<file path="config.mk">
export PLATFORM = sky130hd
export DESIGN_NAME = txgather_dma
export DESIGN_NICKNAME = d
export VERILOG_FILES = /design/src/rtl/txg_pkg.sv /design/src/rtl/txg_regs.sv /design/src/rtl/txg_lane.sv /design/src/rtl/txg_seq.sv /design/src/rtl/txgather_dma.sv
export SDC_FILE = /design/constraint.sdc
export NUM_CORES = 1
export LEC_CHECK = 0
export BUFFER_PORTS_ARGS = -buffer_cell sky130_fd_sc_hd__buf_2
export CAP_MARGIN = 20
export CORE_AREA = 2 2 202 125
export CTS_CLUSTER_SIZE = 20
export DETAILED_ROUTE_END_ITERATION = 8
export DIE_AREA = 0 0 204 127
export GPL_TIMING_DRIVEN = 0
export PLACE_DENSITY = 0.71
export RECOVER_POWER = 25
export SYNTH_ARGS = -nofsm -noshare
export SYNTH_HDL_FRONTEND = slang
export SYNTH_SLANG_ARGS = --single-unit
export TNS_END_PERCENT = 50
</file>
<file path="constraint.sdc">
create_clock -name clk -period 5.2 [get_ports clk]
set_clock_uncertainty 0.2 [all_clocks]
set_input_delay 0.26 -clock clk [delete_from_list [all_inputs] [get_ports clk]]
set_output_delay 0.26 -clock clk [all_outputs]
set_load 0.01 [all_outputs]
</file>
<file path="src/rtl/txg_pkg.sv">
// Shared types and constants for the scatter-gather transmit engine.
// Assumes 32-bit memory words and little-endian byte lanes.
package txg_pkg;
    typedef enum logic [3:0] {
        S_IDLE, S_D0_REQ, S_D0_WAIT, S_D1_REQ, S_D1_WAIT,
        S_BUF_REQ, S_BUF_WAIT, S_SEND, S_STAT
    } txg_state_e;

    localparam logic [2:0] RA_CTRL  = 3'd0;
    localparam logic [2:0] RA_DBASE = 3'd1;
    localparam logic [2:0] RA_SBASE = 3'd2;
    localparam logic [2:0] RA_LAST  = 3'd3;
    localparam logic [2:0] RA_PROD  = 3'd4;
    localparam logic [2:0] RA_CONS  = 3'd5;

    localparam int DESC_CLOSE_BIT = 30;
    localparam int ST_ERR_BIT     = 31;
    localparam int ST_CLOSE_BIT   = 30;
endpackage

</file>
<file path="src/rtl/txg_regs.sv">
// Register file for the transmit engine: enable, ring bases, ring size and
// the produce/consume indices. Consume is advanced only by the engine.
// Assumes software keeps produce within 0..ring_last.
module txg_regs
    import txg_pkg::*;
#(
    parameter int IDX_W = 8,
    parameter int AW    = 32
) (
    input  logic             clk,
    input  logic             rst_n,
    input  logic             reg_we,
    input  logic [2:0]       reg_addr,
    input  logic [31:0]      reg_wdata,
    output logic [31:0]      reg_rdata,
    input  logic             adv,
    output logic             enable,
    output logic [AW-1:0]    desc_base,
    output logic [AW-1:0]    stat_base,
    output logic [IDX_W-1:0] ring_last,
    output logic [IDX_W-1:0] produce,
    output logic [IDX_W-1:0] consume,
    output logic             pending
);
    // software-owned registers, bases forced to word alignment
    always_ff @(posedge clk) begin
        if (!rst_n) begin
            enable    <= 1'b0;
            desc_base <= '0;
            stat_base <= '0;
            ring_last <= '0;
            produce   <= '0;
        end else if (reg_we) begin
            case (reg_addr)
                RA_CTRL:  enable    <= reg_wdata[0];
                RA_DBASE: desc_base <= {reg_wdata[AW-1:2], 2'b00};
                RA_SBASE: stat_base <= {reg_wdata[AW-1:2], 2'b00};
                RA_LAST:  ring_last <= reg_wdata[IDX_W-1:0];
                RA_PROD:  produce   <= reg_wdata[IDX_W-1:0];
                default:  ;
            endcase
        end
    end

    // engine-owned consume index with wrap at ring_last
    always_ff @(posedge clk) begin
        if (!rst_n)
            consume <= '0;
        else if (adv)
            consume <= (consume == ring_last) ? '0 : consume + 1'b1;
    end

    // work is outstanding when the indices differ
    assign pending = (consume != produce);

    // read-back multiplexer
    always_comb begin
        case (reg_addr)
            RA_CTRL:  reg_rdata = {31'd0, enable};
            RA_DBASE: reg_rdata = 32'(desc_base);
            RA_SBASE: reg_rdata = 32'(stat_base);
            RA_LAST:  reg_rdata = 32'(ring_last);
            RA_PROD:  reg_rdata = 32'(produce);
            RA_CONS:  reg_rdata = 32'(consume);
            default:  reg_rdata = 32'd0;
        endcase
    end

    // consume moves only in the cycle after a granted status write
    a_r8_consume_after_status: assert property (@(posedge clk) disable iff (!rst_n)
        (consume != $past(consume)) |-> $past(adv));
    // an advance from the last ring index lands on zero
    a_r4_wrap_to_zero: assert property (@(posedge clk) disable iff (!rst_n)
        (adv && consume == ring_last && !(reg_we && reg_addr == RA_LAST)) |=> (consume == '0));
endmodule

</file>
<file path="src/rtl/txg_lane.sv">
// Byte lane picker: selects one byte of a 32-bit little-endian word.
// Pure combinational; the offset is the low two bits of the byte address.
module txg_lane #(
    parameter int LANES = 4
) (
    input  logic [8*LANES-1:0]         word,
    input  logic [$clog2(LANES)-1:0]   offset,
    output logic [7:0]                 byte_o
);
    logic [7:0] lane [LANES];

    // split the word into its byte lanes
    for (genvar g = 0; g < LANES; g++) begin : g_lane
        assign lane[g] = word[8*g +: 8];
    end

    // choose the lane addressed by the offset
    assign byte_o = lane[offset];
endmodule

</file>
<file path="src/rtl/txg_seq.sv">
// Descriptor walker: fetches two descriptor words, reads the fragment one
// word at a time, streams its bytes and writes the status word.
// Assumes one outstanding read; read data arrives with mem_rvalid after grant.
module txg_seq
    import txg_pkg::*;
#(
    parameter int IDX_W  = 8,
    parameter int AW     = 32,
    parameter int SIZE_W = 11
) (
    input  logic             clk,
    input  logic             rst_n,
    input  logic             enable,
    input  logic             pending,
    input  logic [AW-1:0]    desc_base,
    input  logic [AW-1:0]    stat_base,
    input  logic [IDX_W-1:0] consume,
    output logic             adv,
    output logic             mem_req,
    output logic             mem_we,
    output logic [AW-1:0]    mem_addr,
    output logic [31:0]      mem_wdata,
    input  logic             mem_gnt,
    input  logic             mem_rvalid,
    input  logic [31:0]      mem_rdata,
    input  logic             mem_rerr,
    output logic             out_valid,
    output logic [7:0]       out_data,
    output logic             out_sof,
    output logic             out_eof,
    input  logic             out_ready
);
    localparam int PAD_D = AW - IDX_W - 3;
    localparam int PAD_S = AW - IDX_W - 2;

    txg_state_e        state;
    logic [AW-1:0]     cur;
    logic [SIZE_W-1:0] remain;
    logic [SIZE_W-1:0] size_q;
    logic              close_q;
    logic              err_q;
    logic              frame_first;
    logic              frag_start;
    logic [31:0]       word_q;
    logic [AW-1:0]     d_addr;
    logic [AW-1:0]     s_addr;

    assign d_addr = desc_base + {{PAD_D{1'b0}}, consume, 3'b000};
    assign s_addr = stat_base + {{PAD_S{1'b0}}, consume, 2'b00};

    // main sequencing of descriptor, buffer and status phases
    always_ff @(posedge clk) begin
        if (!rst_n) begin
            state       <= S_IDLE;
            cur         <= '0;
            remain      <= '0;
            size_q      <= '0;
            close_q     <= 1'b0;
            err_q       <= 1'b0;
            frame_first <= 1'b1;
            frag_start  <= 1'b0;
            word_q      <= '0;
        end else begin
            case (state)
                S_IDLE: if (enable && pending) begin
                    err_q <= 1'b0;
                    state <= S_D0_REQ;
                end
                S_D0_REQ: if (mem_gnt) state <= S_D0_WAIT;
                S_D0_WAIT: if (mem_rvalid) begin
                    cur   <= mem_rdata[AW-1:0];
                    err_q <= err_q | mem_rerr;
                    state <= S_D1_REQ;
                end
                S_D1_REQ: if (mem_gnt) state <= S_D1_WAIT;
                S_D1_WAIT: if (mem_rvalid) begin
                    remain     <= mem_rdata[SIZE_W-1:0];
                    size_q     <= mem_rdata[SIZE_W-1:0];
                    close_q    <= mem_rdata[DESC_CLOSE_BIT];
                    err_q      <= err_q | mem_rerr;
                    frag_start <= 1'b1;
                    state      <= S_BUF_REQ;
                end
                S_BUF_REQ: if (mem_gnt) state <= S_BUF_WAIT;
                S_BUF_WAIT: if (mem_rvalid) begin
                    word_q <= mem_rdata;
                    err_q  <= err_q | mem_rerr;
                    state  <= S_SEND;
                end
                S_SEND: if (out_ready) begin
                    frag_start <= 1'b0;
                    if (remain == '0) begin
                        state <= S_STAT;
                    end else begin
                        cur    <= cur + 1'b1;
                        remain <= remain - 1'b1;
                        if (cur[1:0] == 2'b11) state <= S_BUF_REQ;
                    end
                end
                S_STAT: if (mem_gnt) begin
                    frame_first <= close_q;
                    state       <= S_IDLE;
                end
                default: state <= S_IDLE;
            endcase
        end
    end

    // memory request decode per phase
    always_comb begin
        mem_req   = 1'b0;
        mem_we    = 1'b0;
        mem_addr  = '0;
        mem_wdata = '0;
        case (state)
            S_D0_REQ: begin mem_req = 1'b1; mem_addr = d_addr; end
            S_D1_REQ: begin mem_req = 1'b1; mem_addr = d_addr + AW'(4); end
            S_BUF_REQ: begin mem_req = 1'b1; mem_addr = {cur[AW-1:2], 2'b00}; end
            S_STAT: begin
                mem_req   = 1'b1;
                mem_we    = 1'b1;
                mem_addr  = s_addr;
                mem_wdata = '0;
                mem_wdata[ST_ERR_BIT]   = err_q;
                mem_wdata[ST_CLOSE_BIT] = close_q;
                mem_wdata[SIZE_W-1:0]   = size_q;
            end
            default: ;
        endcase
    end

    txg_lane #(.LANES(4)) u_lane (
        .word   (word_q),
        .offset (cur[1:0]),
        .byte_o (out_data)
    );

    // stream side markers and ring advance strobe
    assign out_valid = (state == S_SEND);
    assign out_sof   = out_valid && frame_first && frag_start;
    assign out_eof   = out_valid && close_q && (remain == '0);
    assign adv       = (state == S_STAT) && mem_gnt;

    // a pending memory request keeps its address and direction
    a_r10_mem_hold: assert property (@(posedge clk) disable iff (!rst_n)
        (mem_req && !mem_gnt) |=> (mem_req && $stable(mem_addr) && $stable(mem_we) && $stable(mem_wdata)));
    // an unaccepted byte stays on the stream unchanged
    a_r10_out_hold: assert property (@(posedge clk) disable iff (!rst_n)
        (out_valid && !out_ready) |=> (out_valid && $stable(out_data) && $stable(out_sof) && $stable(out_eof)));
    // every memory access is word aligned
    a_r2_word_aligned: assert property (@(posedge clk) disable iff (!rst_n)
        mem_req |-> (mem_addr[1:0] == 2'b00));
    // start marker appears on at most one byte of a fragment
    a_r6_sof_single: assert property (@(posedge clk) disable iff (!rst_n)
        (out_valid && out_ready && out_sof) |=> !out_sof);
    // with enable low and nothing in flight, no request is raised
    a_r9_halt: assert property (@(posedge clk) disable iff (!rst_n)
        (!enable && !mem_req && !out_valid && state == S_IDLE) |=> !mem_req);
endmodule

</file>
<file path="src/rtl/txgather_dma.sv">
// Top of the scatter-gather transmit DMA: register file plus descriptor walker.
// Assumes AW > IDX_W + 3 and a single-outstanding-read memory port.
module txgather_dma #(
    parameter int IDX_W  = 8,
    parameter int AW     = 32,
    parameter int SIZE_W = 11
) (
    input  logic          clk,
    input  logic          rst_n,
    input  logic          reg_we,
    input  logic [2:0]    reg_addr,
    input  logic [31:0]   reg_wdata,
    output logic [31:0]   reg_rdata,
    output logic          mem_req,
    output logic          mem_we,
    output logic [AW-1:0] mem_addr,
    output logic [31:0]   mem_wdata,
    input  logic          mem_gnt,
    input  logic          mem_rvalid,
    input  logic [31:0]   mem_rdata,
    input  logic          mem_rerr,
    output logic          out_valid,
    output logic [7:0]    out_data,
    output logic          out_sof,
    output logic          out_eof,
    input  logic          out_ready
);
    logic             enable;
    logic             pending;
    logic             adv;
    logic [AW-1:0]    desc_base;
    logic [AW-1:0]    stat_base;
    logic [IDX_W-1:0] ring_last;
    logic [IDX_W-1:0] produce;
    logic [IDX_W-1:0] consume;

    txg_regs #(.IDX_W(IDX_W), .AW(AW)) u_regs (
        .clk       (clk),
        .rst_n     (rst_n),
        .reg_we    (reg_we),
        .reg_addr  (reg_addr),
        .reg_wdata (reg_wdata),
        .reg_rdata (reg_rdata),
        .adv       (adv),
        .enable    (enable),
        .desc_base (desc_base),
        .stat_base (stat_base),
        .ring_last (ring_last),
        .produce   (produce),
        .consume   (consume),
        .pending   (pending)
    );

    txg_seq #(.IDX_W(IDX_W), .AW(AW), .SIZE_W(SIZE_W)) u_seq (
        .clk        (clk),
        .rst_n      (rst_n),
        .enable     (enable),
        .pending    (pending),
        .desc_base  (desc_base),
        .stat_base  (stat_base),
        .consume    (consume),
        .adv        (adv),
        .mem_req    (mem_req),
        .mem_we     (mem_we),
        .mem_addr   (mem_addr),
        .mem_wdata  (mem_wdata),
        .mem_gnt    (mem_gnt),
        .mem_rvalid (mem_rvalid),
        .mem_rdata  (mem_rdata),
        .mem_rerr   (mem_rerr),
        .out_valid  (out_valid),
        .out_data   (out_data),
        .out_sof    (out_sof),
        .out_eof    (out_eof),
        .out_ready  (out_ready)
    );
endmodule

</file>
==> results.cfg <==
[run_status]
run_status = completed

[sta]
final.period_utilization = 0.965
rsz0062_at_grt = no
worst-slew-pin-transition_ns = 1.02
postLayoutSetupSlackWorst_ns = 0.184
hold_violations = 0
worst_hold_slack_ns = 0.0929
min_period_ns = 5.02
report.final.slew_viol_count = 0
relSlewSlack = 0.317
tns_ns = 0
finalSetupViolCount = 0
fmaxAchievable_mhz = 199

[grt]
grt_util_all_layers = 0.336
grt_first_pass_wirelength_um = 66600
largest_net_degree_at_the_start_of_global_routing = 18
number_of_global_route_vias_before_repair = 11600
grt_overflow = 0
grt_antenna_before_repair = 0

[cts]
clock_insertion_delay_worst_skew_ns = 0.47
cts_tree = yes
numCtsBuffers = 17
max-clock-path-buffers = 2
cts.clk_slew.worst_paths_ns = 0.07
clk_root_buffer_cell = clkbuf_16
clock_tree.htree_level_count = 4
cts_num_sinks = 179

[yosys]
yosys_warnings = 0
netlist_area_um2 = 11800
number_of_synthesized_flops_with_an_enable_pin = 0
synthDistinctLibCells = 87
ys_async_sr_fraction = 0
yosys_register_bits = 179
share_of_synthesized_area_occupied_by_flip_flops_and_latches = 0.303
ys_dominant_reg_cell = dfxtp_1
postSynthCellCount = 1538
syn_avg_cell_area_um2 = 7.70

[worst_setup_path]
setup.worst_path.start_class = flip-flop
max_stage_delay_ns = 0.52
cp.required_ns = 4.74
timing.rr.start = u_seq.remain[0]
worst-path-max-fanout = 4
end_kind = output port
critical_path_class = flip-flop to output port
slowest_stage = or4b_4
worst-endpoint-arrival_ns = 4.56
critical_path.cell_chain = ha_1, fa_1, xor2_2, or4b_4, a211oi_4, nand4b_4, nor4b_4, and3_1, or4b_1, xnor2_1, a221o_1, buf_2
r2r_cells = 12
startpoint = u_regs.desc_base[3]

[route]
routed_wire_length_per_instance_um = 20.5
drt_first_iter_violations = 1458
drcViolationCount = 0
drt_pass_1_iters = 6
finalWirelength_um = 43800
met3_length_um = 5610
via_per_inst = 5.93
wirelength_met1_um = 20300
top_layer_used = met4
via_count = 12700
antenna_violating_nets_post_route = 0
met2_wire_len_um = 17000

[min_path]
hp-class = input port to flip-flop
hold-path-cell-count = 4
worst_min_delay_path_startpoint = mem_rvalid

[die]
fp-row-count = 44
die_x_um = 204
fp.dieArea_um2 = 25900
floorplan_core_area_um2 = 23900
floorplan.die.height_um = 127
ioPinCount = 183
initial_core_util = 0.496

[power]
cellLeakagePower_nw = 5.33
switching_share = 0.324
totalPowerFinal_mw = 3.37
internal_power_mw = 2.28
comb_power_share = 0.181
pwr-share-clk = 0.373
power.sequential.fraction = 0.446
cellPowerDensity_nw_per_um2 = 234
ir_drop_v = 0.000213
net_switching_component_of_the_power_mw = 1.09

[placement]
placement.io_buffers = 159
finalWeightedCongestion = 1.00
placed_area_um2 = 13100
place_worst_setup_slack_ns = 0.498
numPlacedInstances = 2040
detailedPlacementHpwl_um = 33700

[layout]
multi_input_gate_area_in_the_final_layout_um2 = 7730
drive_above_1_share = 0.145
fill_cells = 2273
area_added_between_synthesis_and_finish_pct = 21.4
layout_commonest_cell = nand2_1
design.final.nets = 1902
final-seq-area_um2 = 3580
postLayoutCoreUtil = 0.602
fin_cells = 2142
post-route-cell-area_um2 = 14400
layout_common_cells = 312 x nand2_1, 179 x dfxtp_1, 154 x buf_2

[run]
cap_viol_max_count = 0
## power groups by stage
stage	logic, mW	registers (mW)	clock network [mW]
2_1_floorplan	0.353	1.50	0
3_5_place_dp	0.545	1.53	0
6_report	0.609	1.50	1.26
4_1_cts	0.586	1.50	1.27
5_1_grt	0.653	1.51	1.32
3_3_place_gp	0.536	1.53	0
## cell type report
type	instances	area share
Multi-Input combinational cell	1233	0.538
Tap cell	322	0.0280
Clock inverter	15	0.00853
Timing Repair Buffer	229	0.102
Inverter	18	0.00470
Antenna cell	1	0.000174
Clock buffer	17	0.0296
Sequential cell	179	0.249
Buffer	128	0.0394
## flip-flops by register name, summed over array words and instances, names as in the netlist
signal / flops
u_seq.err_q: 1
u_seq.close_q: 1
u_regs.consume: 8
u_regs.desc_base: 30
u_seq.remain: 11
u_seq.frag_start: 1
u_regs.enable: 1
u_seq.size_q: 11
u_seq.word_q: 32
u_seq.state: 4
u_regs.stat_base: 30
u_regs.produce: 8
u_seq.frame_first: 1
u_regs.ring_last: 8
u_seq.cur: 32
## logic make-up after synthesis
| logic type | count (synthesis) | share of synthesized area |
|---|---|---|
| compound gates | 419 | 0.246 |
| xor+xnor | 96 | 0.0716 |
| other cells | 1 | 0.000317 |
| simple gates | 638 | 0.261 |
| fa+ha+maj | 22 | 0.0245 |
| buf+inv | 146 | 0.0537 |
| mux | 37 | 0.0403 |
| flops | 179 | 0.303 |
## metal layers
metal / up-vias / GRT usage
met5: - / 0
met4: 0 / 0.0857
met3: 69 / 0.128
met2: 670 / 0.452
met1: 5987 / 0.495
li1: 5968 / -
## repair_timing
action                                  in CTS  in global routing
hold endpoints to repair                   129                  0
endpoints found under the setup margin       1                  5
cloned                                       0                  0
pin swaps                                    1                  1
hold buffers                                67                  0
gates resized for setup                      0                  6
setup buffers                                1                  1
## path summary, 6_finish.rpt
path                           end  slack [ns]
hold / removal         u_seq.err_q        0.09
setup reg to reg      u_seq.cur[9]        1.18
hold reg to reg   u_seq.word_q[31]        0.27
setup / recovery      mem_addr[23]        0.18
## synthesized netlist by cell type (all sizes together), types with 17 or more instances
cell type	n	area share
nand2	312	0.099
nand4	26	0.014
xor2	32	0.024
dfxtp	179	0.30
mux2i	23	0.019
a22oi	37	0.023
and3	29	0.015
nor3	26	0.011
a21oi	67	0.029
ha	20	0.021
buf	34	0.018
o21ai	77	0.033
inv	17	0.0054
nor2	68	0.022
a22o	24	0.018
a21boi	121	0.077
and2	32	0.017
clkbuf	94	0.030
nand3	42	0.018
nor2b	36	0.019
xnor2	64	0.047
## worst max-delay path: cells and delay by family (launching register included)
kind	cells	cell delay [ns]
buf+inv	1	0.17
simple gates	5	1.73
xor+xnor	2	0.41
fa+ha+maj	2	0.69
compound gates	2	0.72
flops	1	0.36
Power figures use the tool's default switching activity.
